File: src/rtl/uls_pkg.sv
package uls_pkg;
  typedef enum logic [1:0] {SZ_BYTE = 2'd0, SZ_HALF = 2'd1, SZ_WORD = 2'd2} size_e;
  typedef enum logic [1:0] {ST_IDLE, ST_ISSUE, ST_DRAIN, ST_RESP} state_e;
  typedef struct packed {
    size_e      size;
    logic [1:0] addr_inc;
    logic [4:0] shift;
    logic       last;
  } step_t;
endpackage

File: src/rtl/uls_plan.sv
module uls_plan
  import uls_pkg::*;
(
  input  logic [1:0] off_i,
  input  logic [1:0] step_i,
  output step_t      step_o
);
  always_comb begin
    step_o = '{size: SZ_WORD, addr_inc: 2'd0, shift: 5'd0, last: 1'b1};
    if (off_i[0]) begin
      // odd: byte, half, byte
      unique case (step_i)
        2'd0:    step_o = '{size: SZ_BYTE, addr_inc: 2'd0, shift: 5'd24, last: 1'b0};
        2'd1:    step_o = '{size: SZ_HALF, addr_inc: 2'd1, shift: 5'd8,  last: 1'b0};
        default: step_o = '{size: SZ_BYTE, addr_inc: 2'd3, shift: 5'd0,  last: 1'b1};
      endcase
    end else if (off_i[1]) begin
      if (step_i == 2'd0) step_o = '{size: SZ_HALF, addr_inc: 2'd0, shift: 5'd16, last: 1'b0};
      else                step_o = '{size: SZ_HALF, addr_inc: 2'd2, shift: 5'd0,  last: 1'b1};
    end
  end
endmodule

File: src/rtl/uls_merge.sv
module uls_merge
  import uls_pkg::*;
#(
  parameter int DW = 32
) (
  input  logic          clk_i,
  input  logic          rst_ni,
  input  logic          clr_i,
  input  logic          cap_i,
  input  size_e         size_i,
  input  logic [4:0]    shift_i,
  input  logic [DW-1:0] rdata_i,
  output logic [DW-1:0] acc_o
);
  logic [DW-1:0] mask, piece, acc_q;

  always_comb begin
    unique case (size_i)
      SZ_BYTE: mask = DW'(8'hff);
      SZ_HALF: mask = DW'(16'hffff);
      default: mask = '1;
    endcase
    piece = (rdata_i & mask) << shift_i;
  end

  always_ff @(posedge clk_i or negedge rst_ni) begin
    if (!rst_ni)     acc_q <= '0;
    else if (clr_i)  acc_q <= '0;
    else if (cap_i)  acc_q <= acc_q | piece;
  end

  assign acc_o = acc_q;

  AST_NO_OVERLAP: assert property (@(posedge clk_i) disable iff (!rst_ni)
    (cap_i && !clr_i) |-> ((acc_q & (mask << shift_i)) == '0));
  AST_CLR_EMPTY: assert property (@(posedge clk_i) disable iff (!rst_ni)
    clr_i |=> (acc_o == '0));
endmodule

File: src/rtl/uls_seq.sv
module uls_seq
  import uls_pkg::*;
#(
  parameter int AW = 32
) (
  input  logic          clk_i,
  input  logic          rst_ni,
  input  logic          req_valid_i,
  input  logic [AW-1:0] req_addr_i,
  output logic          req_ready_o,
  output logic          mem_rd_o,
  output logic [AW-1:0] mem_addr_o,
  output logic [1:0]    mem_size_o,
  input  logic [31:0]   mem_rdata_i,
  output logic          resp_valid_o,
  output logic [31:0]   resp_data_o
);
  localparam int DW = 32;

  state_e        state_q;
  logic [1:0]    step_q;
  logic [AW-1:0] base_q;
  logic          pend_q;
  size_e         pend_size_q;
  logic [4:0]    pend_shift_q;
  step_t         cur;
  logic          accept;

  uls_plan u_plan (
    .off_i (base_q[1:0]),
    .step_i(step_q),
    .step_o(cur)
  );

  assign accept = (state_q == ST_IDLE) && req_valid_i;

  always_ff @(posedge clk_i or negedge rst_ni) begin
    if (!rst_ni) begin
      state_q      <= ST_IDLE;
      step_q       <= '0;
      base_q       <= '0;
      pend_q       <= 1'b0;
      pend_size_q  <= SZ_WORD;
      pend_shift_q <= '0;
    end else begin
      pend_q <= 1'b0;
      unique case (state_q)
        ST_IDLE: if (accept) begin
          base_q  <= req_addr_i;
          step_q  <= '0;
          state_q <= ST_ISSUE;
        end
        ST_ISSUE: begin
          pend_q       <= 1'b1;
          pend_size_q  <= cur.size;
          pend_shift_q <= cur.shift;
          if (cur.last) state_q <= ST_DRAIN;
          else          step_q  <= step_q + 2'd1;
        end
        ST_DRAIN: state_q <= ST_RESP;
        default:  state_q <= ST_IDLE;
      endcase
    end
  end

  uls_merge #(.DW(DW)) u_merge (
    .clk_i  (clk_i),
    .rst_ni (rst_ni),
    .clr_i  (accept),
    .cap_i  (pend_q),
    .size_i (pend_size_q),
    .shift_i(pend_shift_q),
    .rdata_i(mem_rdata_i),
    .acc_o  (resp_data_o)
  );

  assign req_ready_o  = (state_q == ST_IDLE);
  assign mem_rd_o     = (state_q == ST_ISSUE);
  assign mem_addr_o   = base_q + AW'(cur.addr_inc);
  assign mem_size_o   = cur.size;
  assign resp_valid_o = (state_q == ST_RESP);

  AST_READY_QUIET: assert property (@(posedge clk_i) disable iff (!rst_ni)
    req_ready_o |-> (!mem_rd_o && !resp_valid_o));
  AST_ACCEPT_ISSUE: assert property (@(posedge clk_i) disable iff (!rst_ni)
    (req_valid_i && req_ready_o) |=> (mem_rd_o && mem_addr_o == $past(req_addr_i)));
  AST_RESP_PULSE: assert property (@(posedge clk_i) disable iff (!rst_ni)
    resp_valid_o |=> (!resp_valid_o && req_ready_o));
  AST_SUB_ALIGNED: assert property (@(posedge clk_i) disable iff (!rst_ni)
    mem_rd_o |-> ((mem_size_o == SZ_BYTE) ||
                  (mem_size_o == SZ_HALF && !mem_addr_o[0]) ||
                  (mem_size_o == SZ_WORD && mem_addr_o[1:0] == 2'b00)));
  AST_RESP_AFTER_DATA: assert property (@(posedge clk_i) disable iff (!rst_ni)
    resp_valid_o |-> $past(pend_q));
endmodule

File: config.mk
export PLATFORM = sky130hd
export DESIGN_NAME = uls_seq
export DESIGN_NICKNAME = d
export VERILOG_FILES = /design/src/rtl/uls_pkg.sv /design/src/rtl/uls_plan.sv /design/src/rtl/uls_merge.sv /design/src/rtl/uls_seq.sv
export SDC_FILE = /design/constraint.sdc
export NUM_CORES = 1
export LEC_CHECK = 0
export ABC_AREA = 1
export BUFFER_PORTS_ARGS = -buffer_cell sky130_fd_sc_hd__buf_2
export CORE_UTILIZATION = 53
export CTS_BUF_LIST = sky130_fd_sc_hd__clkbuf_2 sky130_fd_sc_hd__clkbuf_4 sky130_fd_sc_hd__clkbuf_8
export CTS_CLUSTER_SIZE = 14
export DETAILED_ROUTE_END_ITERATION = 16
export GPL_TIMING_DRIVEN = 0
export PLACE_DENSITY_LB_ADDON = 0.15
export SLEW_MARGIN = 20
export SYNTH_ARGS = -nofsm -noshare
export SYNTH_HDL_FRONTEND = slang
export SYNTH_SLANG_ARGS = --single-unit
File: constraint.sdc
create_clock -name clk_i -period 2.6 [get_ports clk_i]
set_input_delay 0.65 -clock clk_i [delete_from_list [all_inputs] [get_ports clk_i]]
set_output_delay 0.65 -clock clk_i [all_outputs]
set_load 0.005 [all_outputs]
# After elaboration in Yosys (flattened, before gate mapping)
# Index checks and enable logic that the tools add are counted.
[op_classes]
muxes = 14
bitwise = 2
mul = 0
n_eq_ne = 8
shifts = 1
reduce_logical = 9
div = 0
n_addsub = 2
order_cmp = 0
[ops]
columns = ["op", "count"]
rows = [
  ["32-bit 2-to-1 mux", 2],
  ["32-bit case mux with 2 select lines", 1],
  ["32-bit by 2-bit adder with 32-bit output", 1],
  ["32-bit AND", 1],
  ["32-bit OR", 1],
  ["32-bit by 5-bit left shift with 32-bit output", 1],
  ["10-bit 2-to-1 mux", 2],
  ["9-bit case mux with 2 select lines", 1],
  ["2-bit 2-to-1 mux", 4],
  ["8-bit 2-to-1 mux", 1],
  ["2-bit by 1-bit == test with 1-bit output (second input constant)", 3],
  ["2-bit logical NOT", 3],
  ["2-bit case mux with 3 select lines", 1],
  ["2-bit == test (second input constant)", 2],
  ["2-bit by 1-bit != test with 1-bit output (second input constant)", 2],
  ["2-bit case mux with 2 select lines", 1],
  ["2-bit AND reduction", 2],
  ["2-bit nonzero test", 2],
  ["3-bit AND reduction", 1],
  ["2-bit by 1-bit adder with 2-bit output (second input constant)", 1],
  ["2-bit != test (second input constant)", 1],
  ["1-bit logical AND", 1],
  ["1-bit 2-to-1 mux", 1],
]
[totals]
in_bits = 67
latchBits = 0
register_bits = 76
output_inout_bits = 69
n_memories = 0
mem_bits_rw = 0
rom_bits = 0
wordCells = 43

# Depth between registers and ports, before layout
# Gate-level depths: netlist (run 1).
[depth]
depth_word = 7
ltp_mapped = 14
ltp_nobuf = 14

# Cells and area by module
# A second synthesis (run 1) with hierarchy kept.
[unflattened]
hier_cells = 861
area_unflattened_um2 = 5806.8
[modules_own_cells]
columns = ["module", "area_per_inst_um2", "instances", "seq_area_each_um2", "cells_each"]
rows = [
  ["uls_merge", 2936.6, 1, 800.8, 459],
  ["uls_seq", 2773.9, 1, 1102.3, 382],
  ["uls_plan", 96.3, 1, 0.0, 20],
]

# Least setup slack after synthesis (run 1)
# OpenSTA, ideal clock, no wires.
[synth_timing]
path_type = "reg2out"
from = "register step_q[0]"
to = "output port mem_addr_o[14]"
setup_slack_ns = 0.105
n_path_buf = 0
arrival_time_ns = 1.845
stages_incl_launch_ff = 10
cell_sequence = "dfrtp_1 inv_1 ha_1 nor3_1 fa_1 nand3_2 inv_2 nand2_2 nor2_4 xor2_1"
[synth_via]
elab_chain_cells = 5
[synth_rtl]
columns = ["element", "line", "text"]
rows = [
  ["start, declared", "uls_seq.sv:21", "logic [1:0] step_q;"],
  ["start signal, assigned", "uls_seq.sv:58", "else step_q <= step_q + 2'd1;"],
  ["2-bit logical NOT", "uls_plan.sv:12, uls_plan.sv:18", ""],
  ["8-bit 2-to-1 mux", "uls_plan.sv:18", "if (step_i == 2'd0) step_o = '{size: SZ_HALF, addr_inc: 2'd0, shift: 5'd16, last: 1'b0};"],
  ["10-bit 2-to-1 mux", "uls_plan.sv:17", "end else if (off_i[1]) begin"],
  ["10-bit 2-to-1 mux *", "uls_plan.sv:10", "if (off_i[0]) begin"],
  ["32-bit by 2-bit adder with 32-bit output *", "uls_seq.sv:79", "assign mem_addr_o = base_q + AW'(cur.addr_inc);"],
  ["end, declared", "uls_seq.sv:12", "output logic [AW-1:0] mem_addr_o,"],
]
# Mark *: on every way between the ends. The rest lies on a longest branch, timed or not.

# Final worst setup path (run 1)
[layout_timing]
from = "register step_q[1]"
to = "output port mem_addr_o[16]"
# Same word-level chain as after synthesis.

==> results of run 1 <==
-- flip-flops by register name, summed over array words and instances (netlist names) --
| name | cells |
|---|---|
| step_q | 2 |
| u_merge.acc_o | 32 |
| state_q | 2 |
| pend_q | 1 |
| base_q | 32 |
| pend_shift_q | 2 |
| pend_size_q | 2 |
-- worst paths after layout --
| check | endpoint | slack [ps] | depth (start not counted) |
|---|---|---|---|
| worst min register to register | u_merge.acc_o[3] | 500 | 2 |
| worst max register to register | u_merge.acc_o[8] | 760 | 6 |
| worst max-delay path | mem_addr_o[16] | -410 | 12 |
| worst min-delay path | u_merge.acc_o[1] | 210 | 1 |
| min in group clk_i | base_q[8] | 480 | 3 |
| max in group asynchronous | pend_size_q[1] | 1770 | 2 |
-- layout make-up --
cell class                      instances  area, um2
Fill cell                             651       2080
Buffer                                 23        109
Clock inverter                          6        105
Multi-Input combinational cell        479       2400
Timing Repair Buffer                  152        870
Inverter                               48        193
Sequential cell                        73       1830
Tap cell                              102        128
Clock buffer                           10        138
-- through the flow --
stage / utilization / instance area [um2]
after global routing: 0.735 / 5770
after detailed placement: 0.665 / 5220
after CTS: 0.725 / 5690
after global placement: 0.661 / 5190
after floorplan: - / 4390
final: 0.735 / 5770
-- kinds of logic (layout without fill, tap and decap cells) --
family	after synthesis	in the layout	share of synthesized area
simple gates	373	373	0.361
compound gates	84	84	0.103
flops	73	73	0.417
buf+inv	71	239	0.0659
xor+xnor	13	13	0.0260
fa+ha+maj	9	9	0.0274
-- per-layer routing --
metal	up-vias	wire (um)
met5	-	0
met4	0	196
met3	24	1130
met2	232	6380
met1	2301	5740
li1	2295	-
-- power breakdown --
| group | switching (mW) | total, mW | internal [mW] |
|---|---|---|---|
| Sequential | 0.493 | 2.13 | 1.64 |
| Clock | 0.442 | 1.10 | 0.659 |
| Combinational | 1.76 | 2.94 | 1.18 |
| Total | 2.70 | 6.18 | 3.48 |
-- what timing repair did --
action | CTS | global route
pin swaps | 21 | 12
endpoints found under the setup margin | 31 | 31
hold endpoints to repair | 0 | 0
resized for setup | 30 | 15
buffers inserted | 12 | 4
-- cell usage in the layout (no fill, tap or decap), types with 2 or more instances in the layout --
cell,n
nand3_1,32
o2111ai_1,2
clkinv_4,2
nand4_1,3
o21bai_1,3
nor3_1,2
ha_1,6
xnor2_1,2
o21ai_0,27
clkinv_2,3
clkbuf_8,10
nand2_4,3
xor2_1,8
nor2_4,8
buf_6,5
nand2_2,18
buf_12,2
a21oi_1,45
nand2_1,223
clkbuf_1,9
nand3b_1,9
buf_2,146
buf_4,12
nor2_1,67
a21oi_2,2
inv_1,38
nor2_2,3
xnor2_2,3
dfrtp_1,72
inv_2,6
bufinv_16,3
==> impl_metrics.toml, run 1 <==
[placement]
dp_cells = 861
portBuffers = 135
hpwl_um = 9210
gp_congestion = 0.969
post-place-ws_ps = -255

[die]
start_util = 0.559
rows = 32
coreArea_mm2 = 0.00785
fp.dieH_um = 93.0
num_io_pins = 136
die_w_um = 93.0
die-area_mm2 = 0.00864

[status]
run_status = "finished with violations"
violations = "setup timing"

[drt]
wire_per_inst_um = 15.1
routed_wl_um = 13400
drcViolationCount = 0
ant_nets = 0
viasPerCell = 5.43
firstDrtPassIters = 6
vias = 4852
drt-initial-drc-count = 440

[grt]
grtUsageMet1 = 0.433
grt_pass1_wl_um = 21100
grt_util_met2 = 0.502
grtUsageTotal = 0.316
antenna_found_initial = 0
grt_pass1_vias = 4454
overflow = 0
grt-busiest-layer = "met2"
grt_start_max_net_pins = 48
use_met3 = 0.0675

[yosys]
synth-seq-cells = 73
synth_cell_types = 34
yosys_warnings = 0
yosysTopAreaCellShare = 0.411
syn_nets = 699
synth_edf_count = 0
yosysSeqAreaShare = 0.417
yosys-top-cells-area = "dfrtp_1, nand2_1, nor2_1"
async_reset_ff_frac = 1.00
postSynthAreaPerCell_um2 = 7.04
synth-main-ff-cell = "dfrtp_1"
synthTopCellsByCount = "nand2_1, dfrtp_1, nor2_1, a21oi_1, inv_1"
synth_most_common_cell = "nand2_1"
synth_area_leader_cell = "dfrtp_1"
synth_cells = 623
syn_area_mm2 = 0.00439

[setup_path]
crit_slowest_cell = "dfrtp_1"
crit_chain = "inv_2, buf_6, ha_4, nor3_4, fa_2, nand3_4, inv_4, nand2_4, buf_12, nor2_4, xor2_1, buf_2"
crit_start = "step_q[1]"
cpLargestDelayFamily = "buffers and inverters"
arrival_ps = 2360
crit_path_end_kind = "output port"
critical_path_class = "flip-flop to output port"
cpPeakStageDelay_ps = 360
r2r-start = "state_q[0]"
required_ps = 1950
path_buf_inv = 5
critPathMaxFanout = 4
startpoint_type = "flip-flop"

[cts]
path_clk_slew_ps = 80
tritoncts.num_buffers = 9
cts.sinks = 73
cts_tree = "done"
clock_latency_ps = 350
htreeDepth = 3
clk_path_buf_depth = 2
cts_hold_buffers = 0
root_buffer = "clkbuf_8"

[final_layout]
syn_to_final_growth_pct = 31.5
n_antenna_cell = 0
final_nets = 862
layout-drive-gt1-share = 0.301
layout.cells.non_filler = 893

[timing]
fin_setup_tns_ps = -10110
hold_viol = 0
whs_ps = 211
relSlewSlack = 0.622
fmax_mhz = 332
finClkSkew_ps = 7.89
post-route-min-period_ps = 3010
maxSlewViolCount = 0
setup_viol = 30
rsz0062_at_grt = "yes"
fin_ws_ps = -408
tightest_slew_ps = 566
fin_crit_sh = 1.16

[power]
power_density_mw_per_mm2 = 1070
vdd_ir_drop_max_v = 0.000629
power_mw = 6.18
leakagePower_nw = 3.08

[worst_hold_path]
hp-class = "input pin to async pin"

[job]
maxCapViolCount = 0
Note: power is estimated with default switching activity, not from simulation.
==> inputs of run 2 (changes only) <==
- ABC_AREA: 1 -> not set
- CORE_UTILIZATION: 53 -> 55
- SETUP_SLACK_MARGIN: not set -> 0.2
- clock period: 2.6 -> 3.7 ns (I/O delays scaled with it)
==> run 2 against run 1 <==
The flow still finishes with violations (setup timing). Final cell count shrank 29%. Clock skew up 4.6 ps. Total power decreased by 30%. Synthesized area shrank 9.0%. First-iteration DRC count down 51%. Sequential share of layout area up 2.9 points. Sequential cell count did not move. Global-route usage shrank 4.5 points. Sequential power fell by 28%. Critical path type unchanged. Largest power group unchanged.
==> impl_metrics.toml, run 2 <==
[timing]
fmax_mhz = 266
setup_viol = 4
relSlewSlack = 0.594
post-route-min-period_ps = 3760
whs_ps = 494
finClkSkew_ps = 12.5
fin_crit_sh = 1.02
tightest_slew_ps = 609
hold_viol = 0
rsz0062_at_grt = "yes"
maxSlewViolCount = 0
fin_ws_ps = -59.8

[grt]
grt_pass1_vias = 3366
grt_pass1_wl_um = 15700
grt_start_max_net_pins = 42
antenna_found_initial = 0
grtUsageTotal = 0.271
overflow = 0

[cts]
path_clk_slew_ps = 80
clk_path_buf_depth = 2
root_buffer = "clkbuf_8"
cts_hold_buffers = 0
htreeDepth = 3
clock_latency_ps = 350
cts_tree = "done"
tritoncts.num_buffers = 9
cts.sinks = 73

[final_layout]
syn_to_final_growth_pct = 32.4
final_common_cell = "buf_2"
multi_input_area_mm2 = 0.00217
layout-drive-gt1-share = 0.468
fill_cells = 528
n_antenna_cell = 0
final_nets = 610
final_util = 0.765
final_cell_mix = "buf_2, dfrtp_1, mux2_2"
ff_latch_area_mm2 = 0.00183

[drt]
viasPerCell = 5.54
ant_nets = 0
firstDrtPassIters = 4
drt-initial-drc-count = 216
routed_wl_um = 10400
drcViolationCount = 0
vias = 3515
wire_per_inst_um = 16.3

[setup_path]
cp_common_cell = "ha_4"
r2r_setup_slack_ps = 1240
cpPeakStageDelay_ps = 440
critical_path_class = "flip-flop to output port"
crit_slowest_cell = "dfrtp_2"
crit_chain = "ha_4, a211oi_4, buf_4, ha_4, nand4b_1, a2111oi_4, and3_4, nand4_4, xnor2_2, buf_2"
required_ps = 2770
reg2reg_to = "u_merge.acc_o[19]"
path_buf_inv = 2
startpoint_type = "flip-flop"
arrival_ps = 2830
critPathMaxFanout = 5
reg2reg_depth = 7
crit_path_end_kind = "output port"
cpLargestDelayFamily = "compound AO/OA/AOI/OAI gates"
r2r-start = "state_q[1]"

[yosys]
synth_cell_types = 43
synth-seq-cells = 73
postSynthAreaPerCell_um2 = 10.6
synth_area_leader_cell = "dfrtp_1"
syn_nets = 454
synth-main-ff-cell = "dfrtp_1"
yosysTopAreaCellShare = 0.451
syn_area_mm2 = 0.00399
async_reset_ff_frac = 1.00
yosysSeqAreaShare = 0.458
yosys-top-cells-area = "dfrtp_1, mux2_2, xnor2_1"
synth_most_common_cell = "dfrtp_1"
yosys_warnings = 0
synth_edf_count = 0
synth_cells = 378
synthTopCellsByCount = "dfrtp_1, mux2_2, nor2_1, nand2_1, xnor2_1"

[worst_hold_path]
min_from = "u_merge.acc_o[5]"
whs_path_depth = 2
hp-class = "flip-flop to flip-flop"
min_to = "u_merge.acc_o[5]"

[die]
coreArea_mm2 = 0.00691
die_w_um = 87.2
start_util = 0.578
rows = 30
fp.dieH_um = 87.2
num_io_pins = 136
die-area_mm2 = 0.00761

[job]
maxCapViolCount = 0

[placement]
hpwl_um = 7190
portBuffers = 135
gp_congestion = 0.870

[power]
vdd_ir_drop_max_v = 0.000463
power_density_mw_per_mm2 = 820
leakagePower_nw = 2.51
power_mw = 4.34

[status]
violations = "setup timing"
run_status = "finished with violations"
-- run 2: cell count changes after synthesis, sizes merged, moves of 19 or more --
cell,change
a21oi,-27
inv,-39
mux2,+49
nand2,-218
nand3,-19
nor2,-41
-- run 2: routing by layer --
layer	GRT usage	vias to the layer above	share of wire
met3	0.0588	21	0.078
met2	0.450	164	0.50
met5	0	-	0
met4	0.107	0	0.017
met1	0.349	1686	0.41
li1	-	1644	-
-- run 2: how the worst max path moves through the flow --
stage / startpoint / end / slack [ps] / cells after the start
global route: step_q[1] / mem_addr_o[31] / -210 / 11
CTS: step_q[1] / mem_addr_o[31] / -110 / 11
floorplan: step_q[0] / mem_addr_o[31] / 510 / 9
global placement: step_q[0] / mem_addr_o[31] / 160 / 10
finish: step_q[0] / mem_addr_o[31] / -60 / 10
detailed placement: step_q[0] / mem_addr_o[31] / 70 / 10
-- run 2: stage by stage --
step / instances / area, um2 / TNS (ps) / setup slack [ps]
finish: 635 / 5290 / -121 / -59.8
global placement: 609 / 4790 / 0 / 159
CTS: 630 / 5160 / -228 / -110
floorplan: 378 / 3990 / 0 / 509
detailed placement: 610 / 4810 / 0 / 74.0
global route: 635 / 5290 / -1730 / -209
-- run 2: worst register-to-register path, cell delays in order, from the launching register on --
cell	delay, ps
dfrtp_1	440
inv_1	110
ha_1	220
and2_1	180
buf_2	250
buf_1	510
buf_1	510
nor2_1	110
-- run 2: logic make-up (layout without fill, tap and decap cells) --
family                     Yosys count  in the layout  share of synthesized area
AOI/OAI and AO/OA                   65             65                      0.114
muxes                               52             52                      0.146
xor gates and xnor gates            30             30                     0.0658
DFF                                 73             73                      0.458
adders and majority gates            9              9                     0.0301
buffers and inverters               34            195                     0.0360
and+or+nand+nor                    115            115                      0.151
-- run 2: what timing repair did --
| action | CTS | global route |
|---|---|---|
| endpoints found under the setup margin | 23 | 22 |
| setup buffers | 4 | 5 |
| pin swaps | 8 | 17 |
| resized for setup | 17 | 18 |
| endpoints found under the hold margin | 0 | 0 |
-- run 2: layout make-up --
| class | instances | area share |
|---|---|---|
| plain buffers | 26 | 0.0232 |
| clock buffers | 10 | 0.0249 |
| clock inverters | 6 | 0.0218 |
| inverters | 8 | 0.00568 |
| multi-input cells | 271 | 0.410 |
| flip-flops and latches | 73 | 0.346 |
| well taps | 96 | 0.0227 |
| repair buffers | 145 | 0.146 |
-- run 2: power breakdown --
| part | internal [mW] | switching (mW) |
|---|---|---|
| logic | 1.03 | 0.990 |
| clock network | 0.459 | 0.311 |
| registers | 1.17 | 0.369 |
| total | 2.67 | 1.67 |
